File: config.mk
export PLATFORM = sky130hd
export DESIGN_NAME = i2s_tx_port
export DESIGN_NICKNAME = d
export VERILOG_FILES = /design/src/rtl/i2s_tx_pkg.sv /design/src/rtl/i2s_tx_fifo.sv /design/src/rtl/i2s_tx_fmt.sv /design/src/rtl/i2s_tx_slot_sel.sv /design/src/rtl/i2s_tx_serdes.sv /design/src/rtl/i2s_tx_port.sv
export SDC_FILE = /design/constraint.sdc
export NUM_CORES = 1
export LEC_CHECK = 0
export ABC_AREA = 1
export BUFFER_PORTS_ARGS = -buffer_cell sky130_fd_sc_hd__buf_4
export CAP_MARGIN = 15
export CORE_MARGIN = 2
export CORE_UTILIZATION = 40
export CTS_CLUSTER_DIAMETER = 150
export CTS_CLUSTER_SIZE = 25
export DETAILED_ROUTE_END_ITERATION = 7
export MAX_ROUTING_LAYER = met4
export PLACE_DENSITY = 0.53
export SETUP_SLACK_MARGIN = 0.15
export SLEW_MARGIN = 25
export SYNTH_ARGS = -nofsm -noshare
export SYNTH_HDL_FRONTEND = slang
export SYNTH_SLANG_ARGS = --single-unit
export TNS_END_PERCENT = 20
File: constraint.sdc
create_clock -name clk -period 5.68 [get_ports clk]
set_clock_uncertainty 0.05 [all_clocks]
set_input_delay 0 -clock clk [delete_from_list [all_inputs] [get_ports clk]]
set_output_delay 0 -clock clk [all_outputs]
set_load 0.005 [all_outputs]
File: src/rtl/i2s_tx_pkg.sv
package i2s_tx_pkg;

   // framing select carried on cfg_lj_i
   typedef enum logic {
      FRAME_I2S = 1'b0,
      FRAME_LJ  = 1'b1
   } frame_e;

   // sample width codes; every code other than SZ_BYTE is treated as full width
   localparam logic [2:0] SZ_BYTE = 3'd0;
   localparam logic [2:0] SZ_HALF = 3'd1;

   // per-slot decision taken at a slot start
   typedef struct packed {
      logic need;   // slot wants a new FIFO entry
      logic pop;    // entry available and taken
      logic urun;   // entry wanted but FIFO empty
   } slot_act_t;

endpackage

File: src/rtl/i2s_tx_fifo.sv
module i2s_tx_fifo #(
   parameter  int DATA_W = 16,
   parameter  int DEPTH  = 16,
   localparam int LVL_W  = $clog2(DEPTH + 1),
   localparam int PTR_W  = (DEPTH > 1) ? $clog2(DEPTH) : 1
) (
   input  logic              clk,
   input  logic              rst_n,
   input  logic              flush_i,
   input  logic              push_i,
   input  logic [DATA_W-1:0] data_i,
   input  logic              pop_i,
   output logic [DATA_W-1:0] data_o,
   output logic [LVL_W-1:0]  level_o,
   output logic              empty_o,
   output logic              full_o
);

   generate
      if (DEPTH < 2) begin : g_bad_depth
         $error("i2s_tx_fifo: DEPTH must be at least 2");
      end
   endgenerate

   logic [DATA_W-1:0] mem [DEPTH];
   logic [PTR_W-1:0]  wptr, rptr, wptr_nx, rptr_nx;
   logic [LVL_W-1:0]  cnt;
   logic              do_push, do_pop;

   assign empty_o = (cnt == '0);
   assign full_o  = (cnt == LVL_W'(DEPTH));
   assign do_push = push_i & ~full_o & ~flush_i;
   assign do_pop  = pop_i & ~empty_o & ~flush_i;
   assign data_o  = mem[rptr];
   assign level_o = cnt;

   // pointer advance: free wrap for power-of-two depths, compare otherwise
   generate
      if ((1 << PTR_W) == DEPTH) begin : g_pow2
         assign wptr_nx = wptr + 1'b1;
         assign rptr_nx = rptr + 1'b1;
      end else begin : g_mod
         assign wptr_nx = (wptr == PTR_W'(DEPTH - 1)) ? '0 : wptr + 1'b1;
         assign rptr_nx = (rptr == PTR_W'(DEPTH - 1)) ? '0 : rptr + 1'b1;
      end
   endgenerate

   always_ff @(posedge clk) begin
      if (do_push) mem[wptr] <= data_i;
   end

   always_ff @(posedge clk or negedge rst_n) begin
      if (!rst_n) begin
         wptr <= '0;
         rptr <= '0;
         cnt  <= '0;
      end else if (flush_i) begin
         wptr <= '0;
         rptr <= '0;
         cnt  <= '0;
      end else begin
         if (do_push) wptr <= wptr_nx;
         if (do_pop)  rptr <= rptr_nx;
         case ({do_push, do_pop})
            2'b10:   cnt <= cnt + 1'b1;
            2'b01:   cnt <= cnt - 1'b1;
            default: cnt <= cnt;
         endcase
      end
   end

endmodule

File: src/rtl/i2s_tx_fmt.sv
module i2s_tx_fmt
   import i2s_tx_pkg::*;
#(
   parameter int DATA_W = 16,
   parameter int SLOT_W = 32
) (
   input  logic [DATA_W-1:0] sample_i,
   input  logic [2:0]        size_i,
   output logic [SLOT_W-1:0] word_o
);

   generate
      if (DATA_W < 8 || SLOT_W <= 8 || SLOT_W < DATA_W) begin : g_bad_width
         $error("i2s_tx_fmt: need 8 <= DATA_W <= SLOT_W and SLOT_W > 8");
      end
   endgenerate

   logic [SLOT_W-1:0] narrow, wide;

   assign narrow = {sample_i[7:0], {(SLOT_W - 8){1'b0}}};

   // a zero-width pad is illegal, so full-slot samples take their own branch
   generate
      if (SLOT_W == DATA_W) begin : g_full
         assign wide = sample_i;
      end else begin : g_pad
         assign wide = {sample_i, {(SLOT_W - DATA_W){1'b0}}};
      end
   endgenerate

   assign word_o = (size_i == SZ_BYTE) ? narrow : wide;

endmodule

File: src/rtl/i2s_tx_slot_sel.sv
module i2s_tx_slot_sel
   import i2s_tx_pkg::*;
#(
   parameter int DATA_W = 16
) (
   input  logic              clk,
   input  logic              rst_n,
   input  logic              flush_i,
   input  logic              slot_start_i,
   input  logic              left_i,
   input  logic              active_i,
   input  logic              mono_i,
   input  logic              replay_i,
   input  logic              empty_i,
   input  logic [DATA_W-1:0] head_i,
   output logic              pop_o,
   output logic              urun_o,
   output logic [DATA_W-1:0] sample_o
);

   slot_act_t         act;
   logic [DATA_W-1:0] cur_q;   // sample of the slot in progress
   logic [DATA_W-1:0] last_q;  // most recently popped entry

   always_comb begin
      act.need = slot_start_i & active_i & (left_i | ~mono_i);
      act.pop  = act.need & ~empty_i;
      act.urun = act.need & empty_i;
   end

   assign pop_o  = act.pop;
   assign urun_o = act.urun;

   always_comb begin
      if (!act.need)     sample_o = cur_q;
      else if (act.pop)  sample_o = head_i;
      else if (replay_i) sample_o = last_q;
      else               sample_o = '0;
   end

   always_ff @(posedge clk or negedge rst_n) begin
      if (!rst_n) begin
         cur_q  <= '0;
         last_q <= '0;
      end else if (flush_i) begin
         cur_q  <= '0;
         last_q <= '0;
      end else begin
         if (slot_start_i && active_i) cur_q <= sample_o;
         if (act.pop) last_q <= head_i;
      end
   end

endmodule

File: src/rtl/i2s_tx_serdes.sv
module i2s_tx_serdes
   import i2s_tx_pkg::*;
#(
   parameter int SLOT_W = 32
) (
   input  logic              clk,
   input  logic              rst_n,
   input  logic              bclk_fall_i,
   input  logic              fsync_i,
   input  logic              active_i,
   input  logic              lj_i,
   input  logic [SLOT_W-1:0] word_i,
   output logic              slot_start_o,
   output logic              left_o,
   output logic              sdo_o
);

   logic              fs_q;
   logic [SLOT_W-1:0] sh_q;
   frame_e            frame;

   assign frame        = frame_e'(lj_i);
   assign slot_start_o = bclk_fall_i & (fsync_i != fs_q);
   assign left_o       = ~fsync_i;

   // fs_q resets high so the first strobe with sync low opens a left slot
   always_ff @(posedge clk or negedge rst_n) begin
      if (!rst_n) begin
         fs_q  <= 1'b1;
         sh_q  <= '0;
         sdo_o <= 1'b0;
      end else if (bclk_fall_i) begin
         fs_q <= fsync_i;
         if (!active_i) begin
            sh_q  <= '0;
            sdo_o <= 1'b0;
         end else if (slot_start_o) begin
            if (frame == FRAME_LJ) begin
               sdo_o <= word_i[SLOT_W-1];
               sh_q  <= {word_i[SLOT_W-2:0], 1'b0};
            end else begin
               sdo_o <= 1'b0;
               sh_q  <= word_i;
            end
         end else begin
            sdo_o <= sh_q[SLOT_W-1];
            sh_q  <= {sh_q[SLOT_W-2:0], 1'b0};
         end
      end
   end

endmodule

File: src/rtl/i2s_tx_port.sv
module i2s_tx_port
   import i2s_tx_pkg::*;
#(
   parameter  int DATA_W = 16,
   parameter  int DEPTH  = 16,
   parameter  int SLOT_W = 32,
   parameter  int THR_W  = 4,
   localparam int LVL_W  = $clog2(DEPTH + 1)
) (
   input  logic              clk,
   input  logic              rst_n,
   input  logic              wr_en_i,
   input  logic [DATA_W-1:0] wr_data_i,
   input  logic              cfg_enable_i,
   input  logic              cfg_play_i,
   input  logic              cfg_dma_en_i,
   input  logic [2:0]        cfg_size_i,
   input  logic              cfg_mono_i,
   input  logic              cfg_flush_i,
   input  logic [THR_W-1:0]  cfg_thresh_i,
   input  logic              cfg_replay_i,
   input  logic              cfg_lj_i,
   input  logic              cfg_svc_ie_i,
   input  logic              cfg_urun_ie_i,
   input  logic              bclk_fall_i,
   input  logic              fsync_i,
   output logic              sdo_o,
   output logic              dma_req_o,
   output logic              svc_irq_o,
   output logic              urun_flag_o,
   output logic              urun_irq_o,
   output logic [LVL_W-1:0]  fifo_level_o
);

   generate
      if (THR_W < 1 || THR_W > 16) begin : g_bad_thr
         $error("i2s_tx_port: THR_W out of range");
      end
   endgenerate

   logic              active;
   logic              fifo_empty, fifo_full;
   logic [DATA_W-1:0] fifo_head;
   logic              pop, urun_evt;
   logic              slot_start, slot_left;
   logic [DATA_W-1:0] slot_sample;
   logic [SLOT_W-1:0] slot_word;
   logic              at_thresh;
   logic              urun_q;

   assign active = cfg_enable_i & cfg_play_i;

   i2s_tx_fifo #(.DATA_W(DATA_W), .DEPTH(DEPTH)) u_fifo (
      .clk     (clk),
      .rst_n   (rst_n),
      .flush_i (cfg_flush_i),
      .push_i  (wr_en_i),
      .data_i  (wr_data_i),
      .pop_i   (pop),
      .data_o  (fifo_head),
      .level_o (fifo_level_o),
      .empty_o (fifo_empty),
      .full_o  (fifo_full)
   );

   i2s_tx_slot_sel #(.DATA_W(DATA_W)) u_sel (
      .clk          (clk),
      .rst_n        (rst_n),
      .flush_i      (cfg_flush_i),
      .slot_start_i (slot_start),
      .left_i       (slot_left),
      .active_i     (active),
      .mono_i       (cfg_mono_i),
      .replay_i     (cfg_replay_i),
      .empty_i      (fifo_empty),
      .head_i       (fifo_head),
      .pop_o        (pop),
      .urun_o       (urun_evt),
      .sample_o     (slot_sample)
   );

   i2s_tx_fmt #(.DATA_W(DATA_W), .SLOT_W(SLOT_W)) u_fmt (
      .sample_i (slot_sample),
      .size_i   (cfg_size_i),
      .word_o   (slot_word)
   );

   i2s_tx_serdes #(.SLOT_W(SLOT_W)) u_ser (
      .clk          (clk),
      .rst_n        (rst_n),
      .bclk_fall_i  (bclk_fall_i),
      .fsync_i      (fsync_i),
      .active_i     (active),
      .lj_i         (cfg_lj_i),
      .word_i       (slot_word),
      .slot_start_o (slot_start),
      .left_o       (slot_left),
      .sdo_o        (sdo_o)
   );

   // level and threshold compared at a common 32-bit width
   assign at_thresh = (32'(fifo_level_o) <= 32'(cfg_thresh_i));
   assign dma_req_o = cfg_dma_en_i & at_thresh;
   assign svc_irq_o = cfg_svc_ie_i & at_thresh;

   always_ff @(posedge clk or negedge rst_n) begin
      if (!rst_n)           urun_q <= 1'b0;
      else if (cfg_flush_i) urun_q <= 1'b0;
      else if (urun_evt)    urun_q <= 1'b1;
   end

   assign urun_flag_o = urun_q;
   assign urun_irq_o  = urun_q & cfg_urun_ie_i;

   // fifo_full feeds only the FIFO's own write gate
   logic unused_full;
   assign unused_full = fifo_full;

endmodule

==> impl_metrics.env, run 1 <==
export IMPL_port_buffers=46
export IMPL_clock_sinks=320
export IMPL_layout_common_cells="430 x nand2_1, 256 x edfxtp_1, 236 x nand3_1, 101 x inv_1, 70 x buf_4"
export IMPL_syn_nets=1410
export IMPL_globalplace_congestion=0.8244
export IMPL_p_switching_uw=1014
export IMPL_synth_top_family_by_area="simple AND/OR/NAND/NOR gates"
export IMPL_drive_gt1_frac=0.09831
export IMPL_fmax_ghz=0.2761
export IMPL_ant_nets=0
export IMPL_rows=68
export IMPL_drt_iter0_drc=1008
export IMPL_wl_mm=36.89
export IMPL_fillers=3241
export IMPL_final_nets=1467
export IMPL_synth_area_leaders="edfxtp_1 55%, nand2_1 12%, dfrtp_1 11%"
export IMPL_period_share=0.6375
export IMPL_grt_pass1_vias=9275
export IMPL_synth_area_um2=14030
export IMPL_status="completed"
export IMPL_cts_buffers=16
export IMPL_grt_use_total=0.2111
export IMPL_irDropWorstVdd_uv=180.4
export IMPL_hold_viol_final=0
export IMPL_arrival_ns=4.03
export IMPL_cp_required_ns=6.08
export IMPL_swShare=0.2364
export IMPL_viasPerCell=5.223
export IMPL_synth_simple_area_share=0.2328
export IMPL_clock_latency_ns=0.51
export IMPL_ys_ff_latch=320
export IMPL_finalCriticalPeriod_ns=3.621
export IMPL_wl_per_cell_um=19.63
export IMPL_antenna_found_initial=0
export IMPL_synthCells=1362
export IMPL_cts_root_buf="clkbuf_16"
export IMPL_grt_max_degree=94
export IMPL_internal_power_uw=3275
export IMPL_ys_seq_area_frac=0.6623
export IMPL_crit_type="register to register"
export IMPL_cts_buffer_depth=3
export IMPL_syn_area_per_cell_um2=10.30
export IMPL_muxShareOfSynthArea=0
export IMPL_relSlewSlack=0.3884
export IMPL_drc=0
export IMPL_ctsHoldBuffers=33
export IMPL_tns_ns=0
export IMPL_cts_max_level=1
export IMPL_yosysTopAreaCell="edfxtp_1"
export IMPL_vias=9814
export IMPL_start_util=0.4061
export IMPL_yosys_area_top_type_share=0.5480
export IMPL_start_kind="register"
export IMPL_path_max_fanout=26
export IMPL_setup_viol=0
export IMPL_diodes=0
export IMPL_cts_clk_slew_worst_paths_ns=0.11
export IMPL_die_w_um=191.3
export IMPL_min_path_type="input pin to asynchronous set/reset pin"
export IMPL_combPwrFrac=0.088
export IMPL_cap_viol_max_count=0
export IMPL_synth_distinct_cells=36
export IMPL_yosys_area_share_xor_xnor=0.001784
export IMPL_dr_pass1_iters=7
export IMPL_synth_fa_ha_area_frac=0.009812
export IMPL_coreArea_um2=34540
export IMPL_chipHeight_um=191.3
export IMPL_synthToLayoutAreaGrowth_pct=11.69
export IMPL_synth_compound_area_frac=0.04059
export IMPL_die_area_um2=36580
export IMPL_worst_slew_pin_slew_ns=0.9152
export IMPL_hold_ws_ns=0.05994
export IMPL_ys_warn_count=0
export IMPL_grt_pass1_wl_mm=56.55
export IMPL_cts_resized=0
export IMPL_p_clk_frac=0.299
export IMPL_p_leak_uw=0.006171
export IMPL_pwr_share_seq=0.613
export IMPL_place_hpwl_mm=20.65
export IMPL_rsz0062_at_grt="false"
export IMPL_cp_end_kind="register"
export IMPL_cts_tree="yes"
export IMPL_p_per_area_nw_per_um2=273.7
export IMPL_overflow=0
export IMPL_final_common_cell="nand2_1"
export IMPL_cts_setup_buffers=0
export IMPL_ios=47
export IMPL_slew_viol_final=0
[worst paths after layout]
path	from	to	slack, ns	cells past startpoint
min reg2reg	u_ser.sh_q[29]	u_ser.sh_q[29]	0.44	2
max	u_fifo.rptr[1]	u_ser.sh_q[26]	2.06	11
min in group clk	cfg_mono_i	u_sel.last_q[9]	0.13	5
max in group asynchronous	rst_n	u_fifo.rptr[0]	4.89	2
min	rst_n	u_sel.cur_q[15]	0.06	2
max reg2reg	u_fifo.rptr[1]	u_ser.sh_q[26]	2.06	11
[metrics by stage]
step	instances	area, µm²	setup slack, ns	util	power, µW
final	1879	15670	2.059	0.4536	4289
after floorplan	1362	14030	3.110	-	2885
after detailed placement	1823	14880	2.535	0.4307	3042
after CTS	1879	15660	2.039	0.4534	4325
after global placement	1823	14880	2.533	0.4307	3040
after global routing	1879	15670	1.944	0.4536	4457
[power groups by stage]
stage / clock network (µW) / logic [µW] / registers, µW
after floorplan: 0 / 211 / 2670
after global placement: 0 / 359 / 2680
after detailed placement: 0 / 361 / 2680
after CTS: 1310 / 382 / 2630
after global routing: 1390 / 427 / 2640
final: 1280 / 378 / 2630
[per-layer routing]
layer,track usage,vias to the layer above,share of wire
met5,-,-,0
met4,0.04852,0,0.023
met3,0.01854,51,0.040
met2,0.3399,241,0.47
met1,0.2919,4819,0.47
li1,-,4703,-
[registers in the layout (all words and copies together), names as in the netlist]
signal and cells:
u_fifo.level_o 5, u_fifo.mem 256, u_fifo.rptr 4, u_fifo.wptr 4, u_sel.cur_q 16, u_sel.last_q 16
u_ser.fs_q 1, u_ser.sdo_o 1, u_ser.sh_q 16, urun_flag_o 1
[critical path, cell delays in order, from the launching register on]
cell	delay (ns)
dfrtp_2	0.66
buf_4	0.37
nor2_4	0.77
o211ai_1	0.26
nand4_1	0.17
nand2_1	0.19
nand2_1	0.13
nand3_1	0.10
nand3_1	0.10
nand3_1	0.07
dlygate4sd3_1	0.56
nand2_1	0.07
[final cells by class]
type                       count  area [µm²]  share of cell area
sequential                   320        9295              0.5933
multi-input combinational    865        4060              0.2591
timing repair buffer         104       867.1             0.05534
tap                          455       569.3             0.03634
clock buffer                  22       444.2             0.02835
inverter                     112       424.2             0.02707
clock inverter                 1       7.507           0.0004792
[cells by family after synthesis]
logic type | Yosys count
AOI/OAI and AO/OA | 96
xor gates and xnor gates | 2
adders and majority gates | 11
buffers and inverters | 177
DFF | 320
and+or+nand+nor | 756
[synthesized netlist by cell type (all sizes together)]
library cell / count
nand4: 13
a22oi: 3
edfxtp: 256
nor2: 56
o21ai: 34
clkbuf: 19
xor2: 1
o21a: 3
xnor2: 1
clkinv: 2
dfstp: 1
dfrtp: 63
o211ai: 13
nor3: 10
nand3: 237
buf: 46
a21boi: 11
ha: 11
nand2: 430
a21oi: 30
or2: 10
inv: 110
o22ai: 2
No activity file was read; power rests on OpenSTA's default activity.
==> run 2, diff against run 1 <==
Settings changed: PLACE_DENSITY 0.53 to 0.56.
Clock period 5.68 ns to 3 ns, I/O delays scaled along.
==> impl_metrics.env, run 2 (synthesis gave the netlist of run 1 again) <==
export IMPL_grt_pass1_wl_mm=54.28
export IMPL_ios=47
export IMPL_cp_end_kind="register"
export IMPL_cts_buffers=16
export IMPL_vias=9691
export IMPL_path_max_fanout=16
export IMPL_total_power_uw=8152
export IMPL_setup_viol=0
export IMPL_start_util=0.4061
export IMPL_wl_mm=34.29
export IMPL_fmax_ghz=0.3930
export IMPL_clock_sinks=320
export IMPL_globalplace_congestion=0.8288
export IMPL_period_share=0.8483
export IMPL_irDropWorstVdd_uv=343.2
export IMPL_finalCriticalPeriod_ns=2.545
export IMPL_port_buffers=46
export IMPL_arrival_ns=2.90
export IMPL_antenna_found_initial=0
export IMPL_swShare=0.2352
export IMPL_largest_register="u_fifo.mem"
export IMPL_wl_per_cell_um=18.12
export IMPL_relSlewSlack=0.4352
export IMPL_diodes=0
export IMPL_coreArea_um2=34540
export IMPL_start_kind="input pin"
export IMPL_place_hpwl_mm=20.80
export IMPL_grt_pass1_vias=9314
export IMPL_cts_root_buf="clkbuf_16"
export IMPL_drc=0
export IMPL_p_switching_uw=1917
export IMPL_crit_type="input pin to register"
export IMPL_min_path_type="input pin to register"
export IMPL_dr_pass1_iters=6
export IMPL_fillers=3303
export IMPL_p_leak_uw=0.006250
export IMPL_ff_latch_area_um2=9295
export IMPL_hold_ws_ns=0.03165
export IMPL_cts_max_level=1
export IMPL_p_per_area_nw_per_um2=515.7
export IMPL_status="completed"
export IMPL_final_nets=1475
export IMPL_synthToLayoutAreaGrowth_pct=12.68
export IMPL_grt_use_total=0.1973
export IMPL_p_clk_frac=0.302
export IMPL_cts_clk_slew_worst_paths_ns=0.11
export IMPL_cap_viol_max_count=0
export IMPL_overflow=0
export IMPL_combPwrFrac=0.088
export IMPL_clock_latency_ns=0.52
export IMPL_final_common_cell="nand2_1"
export IMPL_multiInputGateArea_um2=4058
export IMPL_slew_viol_final=0
export IMPL_cts_tree="yes"
export IMPL_worst_slew_pin_slew_ns=0.8471
export IMPL_grt_max_degree=75
export IMPL_fin_util=0.4576
export IMPL_pwr_share_seq=0.610
export IMPL_die_w_um=191.3
export IMPL_viasPerCell=5.122
export IMPL_cp_required_ns=3.36
export IMPL_hold_viol_final=0
export IMPL_layout_common_cells="430 x nand2_1, 256 x edfxtp_1, 236 x nand3_1, 101 x inv_1, 79 x buf_4"
export IMPL_drive_gt1_frac=0.1072
export IMPL_rows=68
export IMPL_die_area_um2=36580
export IMPL_chipHeight_um=191.3
export IMPL_drt_iter0_drc=844
export IMPL_ant_nets=0
export IMPL_tns_ns=0
export IMPL_rsz0062_at_grt="false"
export IMPL_cts_buffer_depth=3
export IMPL_internal_power_uw=6234
export IMPL_largest_reg_flops=256
[run 2: changes by cell type in the layout (fill, tap and decap cells not counted), sizes merged]
cell         previous run  this run
clkbuf                 22        27
buf                    71        86
clkinvlp                1         0
inv                   109       110
dlygate4sd3            33        26
[run 2: worst paths after layout]
check / cells past startpoint / to / start / slack [ns]
max: 16 / u_fifo.level_o[4] / cfg_play_i / 0.46
min: 7 / u_ser.sh_q[31] / cfg_size_i[2] / 0.03
max reg2reg: 8 / u_ser.sh_q[16] / u_ser.fs_q / 0.53
min reg2reg: 2 / u_ser.sh_q[17] / u_ser.sh_q[17] / 0.44
max in group asynchronous: 2 / u_fifo.rptr[0] / rst_n / 2.20
min in group asynchronous: 2 / u_ser.sh_q[16] / rst_n / 0.07
[run 2: critical path, cell delays in order]
cell           delay, ns
dlygate4sd3_1       0.52
buf_4               0.10
nand2_1             0.03
dlygate4sd3_1       0.62
nor2_8              0.25
nand3_4             0.14
nor2_4              0.20
nand2_1             0.18
inv_2               0.12
ha_1                0.26
inv_1               0.09
nor2_1              0.05
nor2_1              0.11
nand3_1             0.09
nand3_1             0.08
nand2_1             0.05
[run 2: power groups by stage]
stage	Clock, µW	Sequential [µW]	Combinational (µW)
global placement	0	5070	687
floorplan	0	5060	399
finish	2460	4970	716
CTS	2520	4980	723
global route	2680	4990	810
detailed placement	0	5070	693
[run 2: per-layer routing]
metal  track usage  wire, µm
met5             -         0
met3       0.01836      1650
met4       0.03521       438
met2        0.3132     16150
met1        0.2801     16050
[run 2: cell type report]
| class | count | area share |
|---|---|---|
| repair buffers | 112 | 0.06285 |
| well taps | 455 | 0.03602 |
| flip-flops and latches | 320 | 0.5881 |
| multi-input cells | 865 | 0.2567 |
| clock inverters | 1 | 0.0003958 |
| clock buffers | 27 | 0.02929 |
| inverters | 112 | 0.02668 |
[run 2: timing repair]
item	CTS	global route
hold buffers	26	0
setup buffers	0	3
endpoints found under the hold margin	362	0
gates resized for setup	0	0
endpoints found under the setup margin	0	6
[run 2: through the flow]
stage / cells / instance area, µm² / setup slack (ns)
6_report: 1892 / 15810 / 0.4552
5_1_grt: 1892 / 15810 / 0.1570
4_1_cts: 1889 / 15770 / 0.2995
3_5_place_dp: 1835 / 15040 / 0.5399
3_3_place_gp: 1835 / 15040 / 0.5371
2_1_floorplan: 1362 / 14030 / 0.4302
==> run 3, diff against run 2 <==
Clock period 3 ns to 2.28 ns, I/O delays scaled along.
==> impl_metrics.env, run 3 (synthesis gave the netlist of run 1 again) <==
export IMPL_cts_buffer_depth=3
export IMPL_start_util=0.4061
export IMPL_cts_clk_slew_worst_paths_ns=0.11
export IMPL_arrival_ns=2.46
export IMPL_layout_common_cells="400 x nand2_1, 256 x edfxtp_1, 210 x nand3_1, 99 x inv_1, 90 x buf_4"
export IMPL_grt_max_degree=65
export IMPL_grt_pass1_wl_mm=56.07
export IMPL_cts_tree="yes"
export IMPL_drc=0
export IMPL_p_per_area_nw_per_um2=645.8
export IMPL_p_clk_frac=0.296
export IMPL_irDropWorstVdd_uv=418.3
export IMPL_status="completed"
export IMPL_diodes=0
export IMPL_ant_nets=0
export IMPL_antenna_found_initial=0
export IMPL_wl_mm=38.45
export IMPL_cp_required_ns=2.64
export IMPL_coreArea_um2=34540
export IMPL_drt_iter0_drc=839
export IMPL_crit_type="register to register"
export IMPL_setup_viol=0
export IMPL_cts_buffers=16
export IMPL_die_w_um=191.3
export IMPL_start_kind="register"
export IMPL_period_share=0.9205
export IMPL_cts_root_buf="clkbuf_16"
export IMPL_largest_register="u_fifo.mem"
export IMPL_rows=68
export IMPL_clock_latency_ns=0.52
export IMPL_path_max_fanout=13
export IMPL_drive_gt1_frac=0.1841
export IMPL_final_nets=1526
export IMPL_internal_power_uw=8340
export IMPL_rsz0062_at_grt="true"
export IMPL_synthToLayoutAreaGrowth_pct=21.27
export IMPL_worst_slew_pin_slew_ns=0.8742
export IMPL_finalCriticalPeriod_ns=2.099
export IMPL_hold_viol_final=0
export IMPL_dr_pass1_iters=6
export IMPL_slew_viol_final=0
export IMPL_cts_max_level=1
export IMPL_min_path_type="input pin to register"
export IMPL_place_hpwl_mm=21.52
export IMPL_fmax_ghz=0.4765
export IMPL_port_buffers=46
export IMPL_chipHeight_um=191.3
export IMPL_cap_viol_max_count=0
export IMPL_overflow=0
export IMPL_vias=10062
export IMPL_grt_pass1_vias=9416
export IMPL_p_switching_uw=2644
export IMPL_p_leak_uw=0.006711
export IMPL_globalplace_congestion=0.8586
export IMPL_clock_sinks=320
export IMPL_fin_util=0.4924
export IMPL_largest_reg_flops=256
export IMPL_grt_use_total=0.2068
export IMPL_tns_ns=0
export IMPL_combPwrFrac=0.109
export IMPL_ios=47
export IMPL_swShare=0.2407
export IMPL_wl_per_cell_um=19.79
export IMPL_viasPerCell=5.179
export IMPL_relSlewSlack=0.4172
export IMPL_pwr_share_seq=0.595
export IMPL_cp_end_kind="register"
export IMPL_die_area_um2=36580
export IMPL_final_common_cell="nand2_1"
-- run 3: cell count changes in the layout (fill, tap and decap cells not counted), sizes merged --
| cell | previous run | this run |
|---|---|---|
| buf | 86 | 129 |
| clkbuf | 27 | 37 |
| dlygate4sd3 | 26 | 23 |
| inv | 110 | 111 |
-- run 3: worst max-delay path: stages, from the launching register on --
cell	delay, ns
dfrtp_4	0.52
buf_12	0.16
buf_16	0.15
or2_2	0.29
nand3_1	0.07
nand4_1	0.14
nand2_2	0.18
nand2_1	0.10
nand3_2	0.09
nand3_1	0.09
nand3_1	0.08
nand2_1	0.05
-- run 3: routing by layer --
layer  global-route usage  up-vias  share of wire
li1                     -     4833              -
met1               0.2818     4941           0.44
met2               0.3424      248           0.50
met3              0.01799       40          0.045
met4              0.03846        0          0.013
met5                    -        -              0
-- run 3: repair_timing --
item	in CTS	in global routing
cloned	0	14
pin swaps	3	28
hold buffers	23	0
endpoints found under the hold margin	359	0
gates resized for setup	6	104
setup endpoints to repair	11	36
setup buffers	5	15
-- run 3: per-stage QoR --
step	power, µW	std cells	instance area (µm²)	setup slack, ns	hold slack (ns)
after global routing	11400	1943	17010	0.07599	0.07230
after global placement	7644	1858	15410	0.06864	0.1182
after detailed placement	7658	1858	15410	0.007502	0.1172
final	10980	1943	17010	0.1813	0.02433
after CTS	10900	1914	16170	0.1107	0.01949
after floorplan	7188	1362	14030	-0.2898	-0.3456
-- run 3: layout make-up --
cell class / instances / area [µm²]
Sequential cell: 320 / 9296
Fill cell: 3170 / 17530
Tap cell: 455 / 569.3
Timing Repair Buffer: 162 / 1851
Clock buffer: 27 / 462.9
Clock inverter: 1 / 6.256
Multi-Input combinational cell: 865 / 4373
Timing Repair inverter: 1 / 8.758
Inverter: 112 / 442.9
-- run 3: worst paths after layout --
check	start	slack, ns	cells after the start	endpoint
min in group asynchronous	rst_n	0.06	2	u_ser.sh_q[17]
setup reg to reg	u_fifo.rptr[0]	0.18	11	u_ser.sh_q[29]
max in group asynchronous	rst_n	1.46	2	u_fifo.rptr[0]
setup / recovery	u_fifo.rptr[0]	0.18	11	u_ser.sh_q[29]
hold reg to reg	u_ser.sh_q[17]	0.44	2	u_ser.sh_q[17]
hold / removal	cfg_size_i[2]	0.02	7	u_ser.sh_q[28]
-- run 3: power groups by stage --
| stage | Sequential, µW | Clock, µW | Combinational, µW |
|---|---|---|---|
| 2_1_floorplan | 6660 | 0 | 525 |
| 3_3_place_gp | 6660 | 0 | 983 |
| 3_5_place_dp | 6670 | 0 | 992 |
| 4_1_cts | 6540 | 3320 | 1040 |
| 5_1_grt | 6560 | 3520 | 1320 |
| 6_report | 6540 | 3250 | 1190 |
